`src/rtl/flash_cmd_pkg.sv`:
```
package flash_cmd_pkg;

  typedef enum logic [2:0] {
    ST_IDLE,
    ST_GOT_AA,
    ST_GOT_55,
    ST_PROG_ARG,
    ST_ERA_SETUP,
    ST_ERA_AA,
    ST_ERA_55
  } seq_state_t;

  typedef enum logic [2:0] {
    ISS_NONE   = 3'd0,
    ISS_PROG   = 3'd1,
    ISS_SECT   = 3'd2,
    ISS_BLOCK  = 3'd3,
    ISS_SUSP   = 3'd4,
    ISS_RESUME = 3'd5
  } issue_t;

  localparam int NUM_ISS = 6;

  localparam logic [7:0] CMD_KEY_A   = 8'hAA;
  localparam logic [7:0] CMD_KEY_B   = 8'h55;
  localparam logic [7:0] CMD_PROG    = 8'hA0;
  localparam logic [7:0] CMD_ERASE   = 8'h80;
  localparam logic [7:0] CMD_SECT    = 8'h50;
  localparam logic [7:0] CMD_BLOCK   = 8'h30;
  localparam logic [7:0] CMD_SUSPEND = 8'hB0;
  localparam logic [7:0] CMD_RESUME  = 8'h30;

endpackage

```
`src/rtl/fcd_bus_capture.sv`:
```
module fcd_bus_capture #(
  parameter int ADDR_W = 21,
  parameter int DATA_W = 8
) (
  input  logic              clk,
  input  logic              rst_n,
  input  logic              ce_n,
  input  logic              we_n,
  input  logic [ADDR_W-1:0] addr_in,
  input  logic [DATA_W-1:0] data_in,
  output logic              cyc_done,
  output logic [ADDR_W-1:0] cyc_addr,
  output logic [DATA_W-1:0] cyc_data
);

  logic act;
  logic act_q;
  logic addr_en;
  logic data_en;
  logic done_d;

  // Write cycle: both strobes low. It opens on the later fall and closes on the earlier rise.
  assign act     = ~ce_n & ~we_n;
  assign addr_en = act & ~act_q;
  assign data_en = act;
  assign done_d  = ~act & act_q;

  always_ff @(posedge clk or negedge rst_n) begin
    if (!rst_n) begin
      act_q    <= 1'b0;
      cyc_done <= 1'b0;
    end else begin
      act_q    <= act;
      cyc_done <= done_d;
    end
  end

  always_ff @(posedge clk or negedge rst_n) begin
    if (!rst_n) begin
      cyc_addr <= '0;
    end else if (addr_en) begin
      cyc_addr <= addr_in;
    end
  end

  always_ff @(posedge clk or negedge rst_n) begin
    if (!rst_n) begin
      cyc_data <= '0;
    end else if (data_en) begin
      cyc_data <= data_in;
    end
  end

endmodule

```
`src/rtl/fcd_seq_fsm.sv`:
```
module fcd_seq_fsm
  import flash_cmd_pkg::*;
#(
  parameter int ADDR_W      = 21,
  parameter int DATA_W      = 8,
  parameter int KEY_W       = 16,
  parameter int BLOCK_BITS  = 16,
  parameter int PROT_BLOCK  = 0,
  parameter logic [KEY_W-1:0] KEY_ADDR1 = 16'h5555,
  parameter logic [KEY_W-1:0] KEY_ADDR2 = 16'h2AAA
) (
  input  logic              clk,
  input  logic              rst_n,
  input  logic              cyc_done,
  input  logic [ADDR_W-1:0] cyc_addr,
  input  logic [DATA_W-1:0] cyc_data,
  input  logic              busy,
  input  logic              wp_n,
  output issue_t            issue
);

  localparam int BIDX_W = ADDR_W - BLOCK_BITS;
  localparam logic [BIDX_W-1:0] PROT_IDX = BIDX_W'(PROT_BLOCK);

  seq_state_t state_q;
  seq_state_t state_d;

  logic at_key1;
  logic at_key2;
  logic prot_hit;
  logic d_key_a;
  logic d_key_b;
  logic d_prog;
  logic d_erase;
  logic d_sect;
  logic d_block;
  logic d_susp;
  logic d_resume;

  assign at_key1  = (cyc_addr[KEY_W-1:0] == KEY_ADDR1);
  assign at_key2  = (cyc_addr[KEY_W-1:0] == KEY_ADDR2);
  assign prot_hit = ~wp_n & (cyc_addr[ADDR_W-1:BLOCK_BITS] == PROT_IDX);

  assign d_key_a  = (cyc_data == DATA_W'(CMD_KEY_A));
  assign d_key_b  = (cyc_data == DATA_W'(CMD_KEY_B));
  assign d_prog   = (cyc_data == DATA_W'(CMD_PROG));
  assign d_erase  = (cyc_data == DATA_W'(CMD_ERASE));
  assign d_sect   = (cyc_data == DATA_W'(CMD_SECT));
  assign d_block  = (cyc_data == DATA_W'(CMD_BLOCK));
  assign d_susp   = (cyc_data == DATA_W'(CMD_SUSPEND));
  assign d_resume = (cyc_data == DATA_W'(CMD_RESUME));

  always_comb begin
    state_d = state_q;
    issue   = ISS_NONE;
    if (cyc_done) begin
      state_d = ST_IDLE;
      if (busy) begin
        if (d_susp) begin
          issue = ISS_SUSP;
        end
      end else begin
        unique case (state_q)
          ST_IDLE: begin
            if (d_key_a && at_key1) begin
              state_d = ST_GOT_AA;
            end else if (d_resume) begin
              issue = ISS_RESUME;
            end
          end
          ST_GOT_AA: begin
            if (d_key_b && at_key2) state_d = ST_GOT_55;
          end
          ST_GOT_55: begin
            if (d_prog && at_key1) begin
              state_d = ST_PROG_ARG;
            end else if (d_erase && at_key1) begin
              state_d = ST_ERA_SETUP;
            end
          end
          ST_PROG_ARG: begin
            issue = ISS_PROG;
          end
          ST_ERA_SETUP: begin
            if (d_key_a && at_key1) state_d = ST_ERA_AA;
          end
          ST_ERA_AA: begin
            if (d_key_b && at_key2) state_d = ST_ERA_55;
          end
          ST_ERA_55: begin
            if (!prot_hit) begin
              if (d_sect) begin
                issue = ISS_SECT;
              end else if (d_block) begin
                issue = ISS_BLOCK;
              end
            end
          end
          default: state_d = ST_IDLE;
        endcase
      end
    end
  end

  always_ff @(posedge clk or negedge rst_n) begin
    if (!rst_n) begin
      state_q <= ST_IDLE;
    end else if (cyc_done) begin
      state_q <= state_d;
    end
  end

endmodule

```
`src/rtl/fcd_issue.sv`:
```
module fcd_issue
  import flash_cmd_pkg::*;
#(
  parameter int ADDR_W      = 21,
  parameter int DATA_W      = 8,
  parameter int SECTOR_BITS = 12,
  parameter int BLOCK_BITS  = 16
) (
  input  logic                clk,
  input  logic                rst_n,
  input  issue_t              issue,
  input  logic [ADDR_W-1:0]   cyc_addr,
  input  logic [DATA_W-1:0]   cyc_data,
  output logic [NUM_ISS-1:1]  pulse,
  output logic [ADDR_W-1:0]   op_addr,
  output logic [DATA_W-1:0]   op_data
);

  localparam logic [ADDR_W-1:0] SECT_MASK  = ~ADDR_W'((64'd1 << SECTOR_BITS) - 64'd1);
  localparam logic [ADDR_W-1:0] BLOCK_MASK = ~ADDR_W'((64'd1 << BLOCK_BITS) - 64'd1);

  logic [NUM_ISS-1:1] pulse_d;
  logic               op_en;
  logic [ADDR_W-1:0]  op_addr_d;

  for (genvar k = 1; k < NUM_ISS; k++) begin : g_pulse
    assign pulse_d[k] = (32'(issue) == k);
  end

  assign op_en = (issue == ISS_PROG) || (issue == ISS_SECT) || (issue == ISS_BLOCK);

  always_comb begin
    unique case (issue)
      ISS_SECT:  op_addr_d = cyc_addr & SECT_MASK;
      ISS_BLOCK: op_addr_d = cyc_addr & BLOCK_MASK;
      default:   op_addr_d = cyc_addr;
    endcase
  end

  always_ff @(posedge clk or negedge rst_n) begin
    if (!rst_n) begin
      pulse <= '0;
    end else begin
      pulse <= pulse_d;
    end
  end

  always_ff @(posedge clk or negedge rst_n) begin
    if (!rst_n) begin
      op_addr <= '0;
      op_data <= '0;
    end else if (op_en) begin
      op_addr <= op_addr_d;
      op_data <= cyc_data;
    end
  end

endmodule

```
`src/rtl/flash_cmd_decoder.sv`:
```
module flash_cmd_decoder
  import flash_cmd_pkg::*;
#(
  parameter int ADDR_W      = 21,
  parameter int DATA_W      = 8,
  parameter int KEY_W       = 16,
  parameter int SECTOR_BITS = 12,
  parameter int BLOCK_BITS  = 16,
  parameter int PROT_BLOCK  = 0
) (
  input  logic              clk,
  input  logic              rst_n,
  input  logic              bus_ce_n,
  input  logic              bus_we_n,
  input  logic [ADDR_W-1:0] bus_addr,
  input  logic [DATA_W-1:0] bus_data,
  input  logic              engine_busy,
  input  logic              wp_n,
  output logic              start_prog,
  output logic              start_sector_erase,
  output logic              start_block_erase,
  output logic              start_suspend,
  output logic              start_resume,
  output logic [ADDR_W-1:0] op_addr,
  output logic [DATA_W-1:0] op_data
);

  logic              rst_s1;
  logic              rst_sync_n;
  logic              cyc_done;
  logic [ADDR_W-1:0] cyc_addr;
  logic [DATA_W-1:0] cyc_data;
  issue_t            issue;
  logic [NUM_ISS-1:1] pulse;

  // Asynchronous assertion, synchronous release
  always_ff @(posedge clk or negedge rst_n) begin
    if (!rst_n) begin
      rst_s1     <= 1'b0;
      rst_sync_n <= 1'b0;
    end else begin
      rst_s1     <= 1'b1;
      rst_sync_n <= rst_s1;
    end
  end

  fcd_bus_capture #(
    .ADDR_W (ADDR_W),
    .DATA_W (DATA_W)
  ) u_cap (
    .clk      (clk),
    .rst_n    (rst_sync_n),
    .ce_n     (bus_ce_n),
    .we_n     (bus_we_n),
    .addr_in  (bus_addr),
    .data_in  (bus_data),
    .cyc_done (cyc_done),
    .cyc_addr (cyc_addr),
    .cyc_data (cyc_data)
  );

  fcd_seq_fsm #(
    .ADDR_W     (ADDR_W),
    .DATA_W     (DATA_W),
    .KEY_W      (KEY_W),
    .BLOCK_BITS (BLOCK_BITS),
    .PROT_BLOCK (PROT_BLOCK)
  ) u_fsm (
    .clk      (clk),
    .rst_n    (rst_sync_n),
    .cyc_done (cyc_done),
    .cyc_addr (cyc_addr),
    .cyc_data (cyc_data),
    .busy     (engine_busy),
    .wp_n     (wp_n),
    .issue    (issue)
  );

  fcd_issue #(
    .ADDR_W      (ADDR_W),
    .DATA_W      (DATA_W),
    .SECTOR_BITS (SECTOR_BITS),
    .BLOCK_BITS  (BLOCK_BITS)
  ) u_iss (
    .clk      (clk),
    .rst_n    (rst_sync_n),
    .issue    (issue),
    .cyc_addr (cyc_addr),
    .cyc_data (cyc_data),
    .pulse    (pulse),
    .op_addr  (op_addr),
    .op_data  (op_data)
  );

  assign start_prog         = pulse[ISS_PROG];
  assign start_sector_erase = pulse[ISS_SECT];
  assign start_block_erase  = pulse[ISS_BLOCK];
  assign start_suspend      = pulse[ISS_SUSP];
  assign start_resume       = pulse[ISS_RESUME];

endmodule

```
`config.mk`:
```
export PLATFORM = sky130hd
export DESIGN_NAME = flash_cmd_decoder
export DESIGN_NICKNAME = d
export VERILOG_FILES = /design/src/rtl/flash_cmd_pkg.sv /design/src/rtl/fcd_bus_capture.sv /design/src/rtl/fcd_seq_fsm.sv /design/src/rtl/fcd_issue.sv /design/src/rtl/flash_cmd_decoder.sv
export SDC_FILE = /design/constraint.sdc
export NUM_CORES = 1
export LEC_CHECK = 0
export ABC_AREA = 0
export CAP_MARGIN = 20
export CORE_ASPECT_RATIO = 1.4
export CORE_MARGIN = 10
export CORE_UTILIZATION = 51
export CTS_CLUSTER_SIZE = 28
export DETAILED_ROUTE_END_ITERATION = 10
export MAX_ROUTING_LAYER = met4
export PLACE_DENSITY = 0.8
export SLEW_MARGIN = 10
export SYNTH_ARGS = -nofsm -noshare
export SYNTH_HDL_FRONTEND = slang
export SYNTH_HIERARCHICAL = 1
export SYNTH_SLANG_ARGS = --single-unit
```
`constraint.sdc`:
```
create_clock -name clk -period 2.45 [get_ports clk]
set_input_delay 0.245 -clock clk [delete_from_list [all_inputs] [get_ports clk]]
set_output_delay 0.245 -clock clk [all_outputs]
set_load 0.05 [all_outputs]
```
==> out/metrics.csv, run 1 <==
metric,value,unit
status,"finished, final reports clean",
startpoint types,register,
detailed-route DRC error count,0,
overall die area,9890,µm²
initial drt markers,98,
Reg2Reg Capture Point,u_iss/op_addr[1],
clock transition at the register clock pins on the worst setup and hold paths after CTS,0.07,ns
number of enable flip-flop cells after synthesis,0,
Slew Limit Fails,0,
CTS Hold Bufs,0,
total wirelength of the detailed-routed design,7090,µm
Global Route Usage Sum,15.6,%
Final Setup Violations,0,
upper clock frequency limit,0.439,GHz
number of clock sinks,70,
TritonCTS clock tree,built,
H-tree level count,3,
quantity of I/O buffers inserted on ports,68,
worst setup timing slack at the placement stage,0.155,ns
count of different cell masters after synthesis,40,
Via density,5.52,
antenna violations before repair,0,
"Hold Vio Cnt, Final",0,
worst IR drop on VDD,0.000458,V
launch instance of the worst register-to-register path,u_cap/cyc_addr[17],
"Core Util, Final",68.2,%
dpl cell area,3960,µm²
synthesized flop and latch total,70,
initial standard-cell utilization of the core,51.9,%
proportion of synthesized chip area in sequential cells,54.8,%
CP Data Required Time,2.73,ns
CP Data Arrival Time,2.56,ns
"Net count, final",360,
total power draw,0.00290,W
diodes inserted,0,
max-cap check violation count,0,
fraction of registers with async set or reset after synthesis,100,%
Reg2Reg Depth,7,
Pre-antenna DRT Iters,4,
share of layout cells above drive strength 1,24.2,%
peak fanout along the critical path,13,
CTS root buffer,clkbuf_8,
cell area after layout,4210,µm²
Final min period,2.28,ns
clock latency on the worst-skew pair,0.35,ns
detailed placer's ending HPWL,5220,µm
portion of total power attributed to sequential cells,47.8,%
cell internal pwr,0.00214,W
worst-case clock skew,0.00992,ns
vias in the first global route,2391,
slowest cell delay on critical path,0.66,ns
wire length of the first global-routing pass,12000,µm
cell-by-cell listing of the critical path,"nor4_1, a21oi_1, nand3_1, o22ai_1, and3b_2, nor2_1, a221o_1",
Yosys warnings,6,
"Primary FF master, synth",dfrtp_1,
endpoint type of the worst setup path,register,
routed length per instance,17.6,µm
number of standard cells after synthesis,250,
switch share,26.2,%
number of buffers created by CTS,9,
final critical-path share of the clock period,93.1,%
measured slew at the worst slew-check pin,0.839,ns
clock share of power,36.5,%
die outline height,114,µm
cell area after synthesis,3200,µm²
maximum number of pins on one net before global-route repair,69,
Avg Synthesized Cell Area,12.8,µm²
signed area change from the synthesized netlist to the final layout,31.6,%
slowest stage cell on the critical path,nor2_1,
remaining antenna violation count after routing,0,
switching component of the power,0.000760,W
number of buffers between clock root and the deepest sink,2,
Post-Synthesis Net Count,285,
cell class contributing the biggest share of worst-path delay,simple AND/OR/NAND/NOR gates,
Max-slew headroom,43.9,%
critical path buffer and inverter count,0,
row cnt,34,
Chip Width,86.9,µm
min setup slack post-route,0.170,ns
core region area,6170,µm²
num ports,69,
power density over the cells,688,nW/µm²
via count of the routed design,2221,
leak pwr,1.81,nW
worst reg2reg setup slack,0.17,ns
Overflow after GRT,0,
Combinational Power Share,15.7,%
Placer Congestion,0.828,
hold crit path type,in2async,
kind of critical path,reg2reg,
power groups by stage:
stage               Clock (W)  Combinational [W]  Sequential (W)
floorplan                   0           0.000195         0.00148
global placement            0           0.000450         0.00140
detailed placement          0           0.000458         0.00141
CTS                   0.00108           0.000459         0.00138
global route          0.00114           0.000490         0.00140
finish                0.00106           0.000455         0.00138
worst register-to-register path, delay by kind of cell, from the launching register on:
family | cells | cell delay [ns]
compound gates | 3 | 0.49
flops | 1 | 0.39
simple gates | 4 | 1.34
worst max-delay path by stage:
stage / start / end / slack [ns] / depth (start not counted)
6_report: u_cap/cyc_addr[17] / u_iss/op_addr[1] / 0.17 / 7
3_5_place_dp: u_cap/cyc_data[3] / u_iss/op_addr[1] / 0.16 / 9
2_1_floorplan: u_cap/cyc_data[3] / u_iss/op_addr[10] / 0.29 / 8
4_1_cts: u_cap/cyc_data[3] / u_iss/op_addr[9] / 0.14 / 9
5_1_grt: u_cap/cyc_data[3] / u_iss/op_addr[1] / -0.008 / 9
3_3_place_gp: u_cap/cyc_data[3] / u_iss/op_addr[13] / 0.23 / 8
cells in the final DEF, fill, tap and decap left out, types with 2 or more instances in the layout:
| master | Yosys | routed |
|---|---|---|
| a21oi_1 | 4 | 4 |
| a221o_1 | 12 | 12 |
| and2_1 | 14 | 14 |
| and4b_1 | 2 | 2 |
| and4bb_2 | 2 | 2 |
| buf_4 | 1 | 6 |
| buf_6 | 2 | 2 |
| bufinv_16 | 0 | 2 |
| clkbuf_8 | 0 | 11 |
| clkdlybuf4s50_1 | 0 | 68 |
| dfrtp_1 | 70 | 68 |
| dfrtp_2 | 0 | 2 |
| inv_1 | 3 | 3 |
| mux2_2 | 41 | 41 |
| nand2_1 | 9 | 9 |
| nand3_1 | 3 | 3 |
| nand4_1 | 8 | 8 |
| nor2_1 | 9 | 9 |
| nor2b_1 | 18 | 18 |
| nor3_1 | 3 | 2 |
| nor4_1 | 3 | 3 |
| nor4bb_1 | 4 | 4 |
| o211ai_1 | 2 | 2 |
| o21ai_0 | 2 | 2 |
| or3b_2 | 4 | 4 |
| or4bb_1 | 8 | 8 |
metrics by stage:
step | std cells | TNS, ns | hold WS, ns
after floorplan | 250 | 0 | -0.0506
after CTS | 401 | 0 | 0.0391
after detailed placement | 385 | 0 | 0.356
after global routing | 402 | -0.0120 | 0.0339
final | 402 | 0 | 0.0557
after global placement | 385 | 0 | 0.339
state kept, by name, indices dropped and copies added (netlist names):
signal and flops:
u_iss/op_data 8, rst_s1 1, u_iss/op_addr 21, u_fsm/state_q 3
u_cap/cyc_addr 21, u_iss/pulse 5, u_cap/cyc_data 8, rst_sync_n 1
u_cap/act_q 1, u_cap/cyc_done 1
routing by layer:
metal	up-vias	GRT usage, %	wire [µm]	part of all wire (%)
met1	1097	18.1	2980	42
met5	-	-	0	0
met2	46	24.8	3710	52
met4	0	7.80	159	2.2
li1	1067	-	-	-
met3	11	3.35	242	3.4
cell type report:
cell class	count	area, µm²
clock buffer	11	151
clock inverter	5	81.3
fill	482	1960
inverter	3	11.3
multi-input combinational	165	1370
sequential	70	1750
tap	72	90.1
timing repair buffer	76	748
synthesized netlist by cell type, drive strengths merged (5+ instances only):
| cell type | count | area [µm²] |
|---|---|---|
| nand2 | 10 | 40.0 |
| and2 | 14 | 87.6 |
| mux2 | 42 | 473 |
| nor4 | 5 | 52.6 |
| a221o | 12 | 120 |
| dfrtp | 70 | 1750 |
| or4bb | 8 | 90.1 |
| nand4 | 8 | 50.1 |
| buf | 8 | 55.1 |
| nor2 | 10 | 45.0 |
| nor2b | 18 | 113 |
kinds of logic (layout without fill, tap and decap cells):
kind of cell              count (synthesis)  in the layout  synth area share [%]
and+or+nand+nor                          97             97                  21.4
DFF                                      70             70                  54.8
muxes                                    42             42                  14.8
AOI/OAI and AO/OA                        24             24                  6.10
buffers and inverters                    15             95                  2.54
other                                     1              1                 0.117
xor gates and xnor gates                  1              1                 0.274
what timing repair did:
item / 4_1_cts / 5_1_grt
endpoints found under the hold margin: 0 / 0
endpoints found under the setup margin: 0 / 17
resized for setup: 0 / 4
setup buffers: 0 / 1
Power figures use the tool's default switching activity.
==> inputs of run 2 (changes only) <==
--- a/config.mk
+++ b/config.mk
@@ -11,3 +11,3 @@
 export CORE_MARGIN = 10
-export CORE_UTILIZATION = 51
+export CORE_UTILIZATION = 54
 export CTS_CLUSTER_SIZE = 28
@@ -15,3 +15,3 @@
 export MAX_ROUTING_LAYER = met4
-export PLACE_DENSITY = 0.8
+export PLACE_DENSITY = 0.84
 export SLEW_MARGIN = 10
==> constraint.sdc (replaced) <==
create_clock -name clk -period 2.7 [get_ports clk]
set_input_delay 0.675 -clock clk [delete_from_list [all_inputs] [get_ports clk]]
set_output_delay 0.675 -clock clk [all_outputs]
set_load 0.01 [all_outputs]
==> run 2 against run 1 <==
  * Design area fell by 0.74%
  * Clock power fell by 20%
  * Sequential cell count unchanged
  * Fmax fell by 2.4%
  * Core utilization grew 3.5 points
  * Power decreased by 16%
  * Count of clock-buffer cells in the layout is 2 higher
  * Sequential power is 9% lower
  * Non-clock buffer count unchanged
  * Combinational power shrank 28%
==> out/metrics.csv, run 2 (same netlist as run 1, synthesis figures left out) <==
metric,value,unit,change
status,"finished, final reports clean",,unchanged
routed length per instance,17.2,µm,was 17.6 µm
worst-case clock skew,0.0114,ns,was 0.00992 ns
antenna violations before repair,0,,unchanged
"leading cell types in the layout, fill and taps excluded","69 x dfrtp_1, 68 x clkdlybuf4s50_1, 41 x mux2_2",,"was 68 x clkdlybuf4s50_1, 68 x dfrtp_1, 41 x mux2_2"
wire length of the first global-routing pass,11300,µm,was 12000 µm
Combinational Power Share,13.5,%,was 15.7%
remaining antenna violation count after routing,0,,unchanged
Max-slew headroom,47.7,%,was 43.9%
worst setup timing slack at the placement stage,0.103,ns,was 0.155 ns
row cnt,33,,was 34
number of buffers between clock root and the deepest sink,2,,unchanged
measured slew at the worst slew-check pin,0.782,ns,was 0.839 ns
initial drt markers,94,,was 98
area occupied by multi-input gates,1370,µm²,about the same
clock share of power,34.7,%,was 36.5%
number of filler instances in the final layout,436,,was 482
"number of placed instances, taps included",384,,was 385
"most common cell after layout, fill and taps aside",dfrtp_1,,
hold crit path type,reg2async,,was in2async
max-cap check violation count,0,,unchanged
detailed placer's ending HPWL,5180,µm,was 5220 µm
quantity of I/O buffers inserted on ports,68,,unchanged
"Core Util, Final",71.8,%,was 68.2%
registers with the most flip-flops,"u_cap/cyc_addr x21, u_iss/op_addr x21",,unchanged
Via density,5.55,,was 5.52
number of clock sinks,70,,unchanged
"Hold Vio Cnt, Final",0,,unchanged
Setup TNS,0,ns,unchanged
RSZ-0062 raised after global routing,no,,
H-tree level count,3,,unchanged
CP Data Required Time,2.98,ns,was 2.73 ns
peak fanout along the critical path,15,,was 13
share of layout cells above drive strength 1,23.0,%,was 24.2%
maximum number of pins on one net before global-route repair,46,,was 69
power density over the cells,583,nW/µm²,was 688 nW/µm²
upper clock frequency limit,0.428,GHz,was 0.439 GHz
worst hold slack across all endpoints,0.253,ns,was 0.0557 ns
die outline height,111,µm,was 114 µm
startpoint types,register,,unchanged
endpoint type of the worst setup path,register,,unchanged
clock latency on the worst-skew pair,0.34,ns,was 0.35 ns
initial standard-cell utilization of the core,55.0,%,was 51.9%
Placer Congestion,0.906,,was 0.828
min setup slack post-route,0.363,ns,was 0.170 ns
Slew Limit Fails,0,,unchanged
worst IR drop on VDD,0.000456,V,was 0.000458 V
Final Setup Violations,0,,unchanged
switch share,24.3,%,was 26.2%
portion of total power attributed to sequential cells,51.8,%,was 47.8%
diodes inserted,0,,unchanged
CTS root buffer,clkbuf_8,,unchanged
leak pwr,1.80,nW,was 1.81 nW
vias in the first global route,2397,,was 2391
Final min period,2.34,ns,was 2.28 ns
overall die area,9450,µm²,was 9890 µm²
num ports,69,,unchanged
clock transition at the register clock pins on the worst setup and hold paths after CTS,0.07,ns,about the same
signed area change from the synthesized netlist to the final layout,30.6,%,was 31.6%
kind of critical path,reg2reg,,unchanged
cell internal pwr,0.00185,W,was 0.00214 W
final critical-path share of the clock period,86.6,%,was 93.1%
CP Data Arrival Time,2.61,ns,was 2.56 ns
Chip Width,85.1,µm,was 86.9 µm
number of buffers created by CTS,9,,unchanged
TritonCTS clock tree,built,,unchanged
CTS Hold Bufs,0,,unchanged
# Post-CTS Setup Buffers,0,,unchanged
Overflow after GRT,0,,unchanged
core region area,5820,µm²,was 6170 µm²
Pre-antenna DRT Iters,4,,unchanged
"Net count, final",360,,unchanged
via count of the routed design,2218,,was 2221
count of cells resized by post-cts repair,0,,unchanged
switching component of the power,0.000591,W,was 0.000760 W
Global Route Usage Sum,14.9,%,was 15.6%
total wirelength of the detailed-routed design,6890,µm,was 7090 µm
"count of placed standard cells in the final layout, fillers left out",400,,was 402
register cell area after layout,1750,µm²,about the same
detailed-route DRC error count,0,,unchanged
## run 2: changes by cell type in the layout (fill, tap and decap cells not counted), sizes merged
cell | before | now
clkinv | 2 | 1
clkbuf | 11 | 13
bufinv | 2 | 1
## run 2: worst paths after layout
| check | slack (ns) | end | cells past startpoint | startpoint |
|---|---|---|---|---|
| worst min register to register | 0.25 | u_cap/cyc_addr[17] | 0 | rst_sync_n |
| min in group clk | 0.36 | rst_sync_n | 0 | rst_s1 |
| worst max register to register | 0.36 | u_iss/op_addr[12] | 8 | u_cap/cyc_data[3] |
| worst max-delay path | 0.36 | u_iss/op_addr[12] | 8 | u_cap/cyc_data[3] |
| max in group asynchronous | 1.82 | u_iss/op_addr[6] | 1 | rst_sync_n |
| worst min-delay path | 0.25 | u_cap/cyc_addr[17] | 0 | rst_sync_n |
## run 2: cell type report
| type | count | area share, % |
|---|---|---|
| sequential | 70 | 42.0 |
| timing repair buffer | 76 | 18.0 |
| clock inverter | 3 | 1.02 |
| inverter | 3 | 0.270 |
| multi-input combinational | 165 | 32.8 |
| tap | 70 | 2.10 |
| clock buffer | 13 | 3.80 |
## run 2: worst max-delay path, stage by stage (launching register included)
cell	delay [ns]
dfrtp_1	0.44
nor4_4	0.36
nand2_2	0.13
o31a_1	0.29
o22ai_1	0.11
and3b_1	0.23
buf_4	0.19
or4bb_1	0.41
nand4_1	0.10
## run 2: metrics by stage
| stage | total power (W) | area (µm²) |
|---|---|---|
| global placement | 0.00160 | 3980 |
| finish | 0.00244 | 4180 |
| floorplan | 0.00144 | 3200 |
| detailed placement | 0.00162 | 3980 |
| CTS | 0.00246 | 4180 |
| global route | 0.00255 | 4180 |
## run 2: metal layers
| layer | part of all wire, % | global-route usage, % | wire length (µm) | up-vias |
|---|---|---|---|---|
| met5 | 0 | - | 0 | - |
| met2 | 52 | 24.8 | 3570 | 57 |
| met4 | 2.2 | 6.94 | 153 | 0 |
| met1 | 41 | 16.0 | 2850 | 1075 |
| li1 | - | - | - | 1073 |
| met3 | 4.6 | 4.12 | 317 | 13 |
## run 2: power by group through the flow
stage          Clock [W]  Sequential, W  Combinational [W]
4_1_cts         0.000863        0.00126           0.000335
3_5_place_dp           0        0.00128           0.000334
6_report        0.000846        0.00126           0.000329
5_1_grt         0.000913        0.00128           0.000357
2_1_floorplan          0        0.00127           0.000177
3_3_place_gp           0        0.00128           0.000325
==> inputs of run 3 (changes only) <==
- CORE_ASPECT_RATIO: 1.4 -> not set
==> run 3 against run 2 <==
  * Sequential share of layout area is 0.47 points higher
  * Critical path depth stayed put
  * Design area is 1.1% lower
  * Power fell by 4.9%
  * Clock skew about the same
  * First-iteration DRC count decreased by 5.3%
  * Critical path type is now in2reg
==> out/metrics.csv, run 3 (same netlist as run 1, synthesis figures left out) <==
metric,value,unit,change
die outline height,97.0,µm,was 111 µm
final critical-path share of the clock period,88.1,%,was 86.6%
Worst Hold Depth,0,,
clock transition at the register clock pins on the worst setup and hold paths after CTS,0.08,ns,was 0.07 ns
Global Route Usage Sum,15.5,%,was 14.9%
Max-slew headroom,41.4,%,was 47.7%
power density over the cells,561,nW/µm²,was 583 nW/µm²
cell internal pwr,0.00174,W,was 0.00185 W
via count of the routed design,2300,,was 2218
worst reg2reg setup slack,0.37,ns,was 0.36 ns
Slew Limit Fails,0,,unchanged
launch point of the worst path,wp_n,,was u_cap/cyc_data[3]
peak fanout along the critical path,13,,was 15
number of buffers created by CTS,9,,unchanged
wire length of the first global-routing pass,11900,µm,was 11300 µm
maximum number of pins on one net before global-route repair,42,,was 46
routed length on met3,380,µm,was 317 µm
measured slew at the worst slew-check pin,0.875,ns,was 0.782 ns
total wirelength of the detailed-routed design,6870,µm,was 6890 µm
number of buffers between clock root and the deepest sink,2,,unchanged
row cnt,27,,was 33
detailed placer's ending HPWL,5070,µm,was 5180 µm
Chip Width,97.0,µm,was 85.1 µm
vias in the first global route,2389,,was 2397
endpoint type of the worst setup path,register,,unchanged
hold crit path type,reg2reg,,was reg2async
met2 WL post-DR,3250,µm,was 3570 µm
most prevalent standard cell on the critical path,nor2_1,,
cell-by-cell listing of the critical path,"clkdlybuf4s50_1, nor2_1, a21oi_1, nand3_1, o22ai_1, and3b_1, nor2_1, a221o_1",,"was nor4_4, nand2_2, o31a_1, o22ai_1, and3b_1, buf_4, or4bb_1, nand4_1"
Combinational Power Share,14.0,%,was 13.5%
overall die area,9400,µm²,was 9450 µm²
num ports,69,,unchanged
# Post-CTS Setup Buffers,0,,unchanged
initial drt markers,89,,was 94
CP Data Required Time,2.97,ns,was 2.98 ns
Overflow after GRT,0,,unchanged
diodes inserted,0,,unchanged
detailed-route DRC error count,0,,unchanged
share of layout cells above drive strength 1,22.9,%,was 23.0%
cell area after layout,4130,µm²,was 4180 µm²
Via density,5.75,,was 5.55
remaining antenna violation count after routing,0,,unchanged
signed area change from the synthesized netlist to the final layout,29.1,%,was 30.6%
number of clock sinks,70,,unchanged
max-cap check violation count,0,,unchanged
launch instance of the worst register-to-register path,u_cap/cyc_data[3],,unchanged
kind of critical path,in2reg,,was reg2reg
CTS Hold Bufs,0,,unchanged
Placer Congestion,0.916,,was 0.906
capturing instance or port of the critical path,u_iss/op_addr[11],,was u_iss/op_addr[12]
portion of total power attributed to sequential cells,54.7,%,was 51.8%
TritonCTS clock tree,built,,unchanged
"Hold Vio Cnt, Final",0,,unchanged
number of filler instances in the final layout,399,,was 436
routed length per instance,17.2,µm,about the same
antenna violations before repair,0,,unchanged
CTS root buffer,clkbuf_8,,unchanged
switching component of the power,0.000579,W,was 0.000591 W
registers with the most flip-flops,"u_cap/cyc_addr x21, u_iss/op_addr x21",,unchanged
quantity of I/O buffers inserted on ports,68,,unchanged
status,"finished, final reports clean",,unchanged
upper clock frequency limit,0.421,GHz,was 0.428 GHz
Setup TNS,0,ns,unchanged
startpoint types,input pin,,was register
slowest stage cell on the critical path,nor2_1,,was dfrtp_1
CP Data Arrival Time,2.64,ns,was 2.61 ns
initial standard-cell utilization of the core,56.7,%,was 55.0%
Pre-antenna DRT Iters,5,,was 4
dpl cell area,3970,µm²,was 3980 µm²
Final Setup Violations,0,,unchanged
RSZ-0062 raised after global routing,no,,unchanged
worst IR drop on VDD,0.000375,V,was 0.000456 V
clock latency on the worst-skew pair,0.34,ns,about the same
slowest cell delay on critical path,0.68,ns,was 0.44 ns
routed metal-1 wirelength,3200,µm,was 2850 µm
Reg2Reg Capture Point,u_iss/op_addr[15],,was u_iss/op_addr[12]
switch share,25.0,%,was 24.3%
highest signal layer in the routed design,met4,,unchanged
"Net count, final",360,,unchanged
leak pwr,1.78,nW,was 1.80 nW
count of cells resized by post-cts repair,0,,unchanged
H-tree level count,3,,unchanged
"leading cell types in the layout, fill and taps excluded","69 x dfrtp_1, 68 x clkdlybuf4s50_1, 41 x mux2_2",,unchanged
core region area,5640,µm²,was 5820 µm²
Final min period,2.38,ns,was 2.34 ns
Reg2Reg Depth,8,,unchanged
clock share of power,31.3,%,was 34.7%
"most common cell after layout, fill and taps aside",dfrtp_1,,unchanged
worst-case clock skew,0.0119,ns,was 0.0114 ns
run 3: cell count changes in the layout (fill, tap and decap cells not counted):
| cell | previous run | this run |
|---|---|---|
| buf_4 | 7 | 8 |
| bufinv_16 | 1 | 0 |
| clkinv_2 | 1 | 2 |
| clkinvlp_4 | 1 | 0 |
| buf_12 | 1 | 0 |
| clkbuf_1 | 2 | 1 |
run 3: worst min-delay path by stage:
stage                       from         end  slack, ns
final                     rst_s1  rst_sync_n       0.36
after global routing      rst_s1  rst_sync_n       0.37
after CTS                 rst_s1  rst_sync_n       0.36
after detailed placement  rst_s1  rst_sync_n       0.35
after global placement    rst_s1  rst_sync_n       0.34
after floorplan           rst_s1  rst_sync_n       0.33
run 3: layer usage:
metal  vias to the layer above  track usage, %
li1                       1071               -
met1                      1141            19.9
met2                        82            22.5
met3                         6            4.76
met4                         0            5.86
met5                         -               -
run 3: final cells by class:
type / count / area [µm²] / area share, %
clock buffer: 12 / 155 / 3.76
timing repair buffer: 76 / 741 / 17.9
clock inverter: 2 / 10.0 / 0.242
inverter: 3 / 11.3 / 0.273
tap: 72 / 90.1 / 2.18
sequential: 70 / 1750 / 42.4
multi-input combinational: 165 / 1370 / 33.2
run 3: worst max-delay path, delay by kind of cell:
family,cells,cell delay [ns]
and+or+nand+nor,4,1.12
AOI/OAI and AO/OA,3,0.44
buffers and inverters,1,0.40
run 3: through the flow:
| stage | cells | worst slack, ns | hold slack (ns) | total power [W] | utilization, % |
|---|---|---|---|---|---|
| after floorplan | 250 | 0.499 | 0.331 | 0.00144 | - |
| after global placement | 386 | 0.0804 | 0.339 | 0.00160 | 70.3 |
| after detailed placement | 386 | 0.00459 | 0.347 | 0.00162 | 70.3 |
| after CTS | 400 | 0.361 | 0.365 | 0.00234 | 73.2 |
| after global routing | 400 | 0.172 | 0.371 | 0.00244 | 73.2 |
| final | 400 | 0.322 | 0.362 | 0.00232 | 73.2 |
run 3: power groups by stage:
stage / logic, W / clock network (W) / registers, W
after floorplan: 0.000177 / 0 / 0.00127
after global placement: 0.000318 / 0 / 0.00128
after detailed placement: 0.000327 / 0 / 0.00129
after CTS: 0.000328 / 0.000744 / 0.00127
after global routing: 0.000354 / 0.000798 / 0.00129
final: 0.000324 / 0.000726 / 0.00127
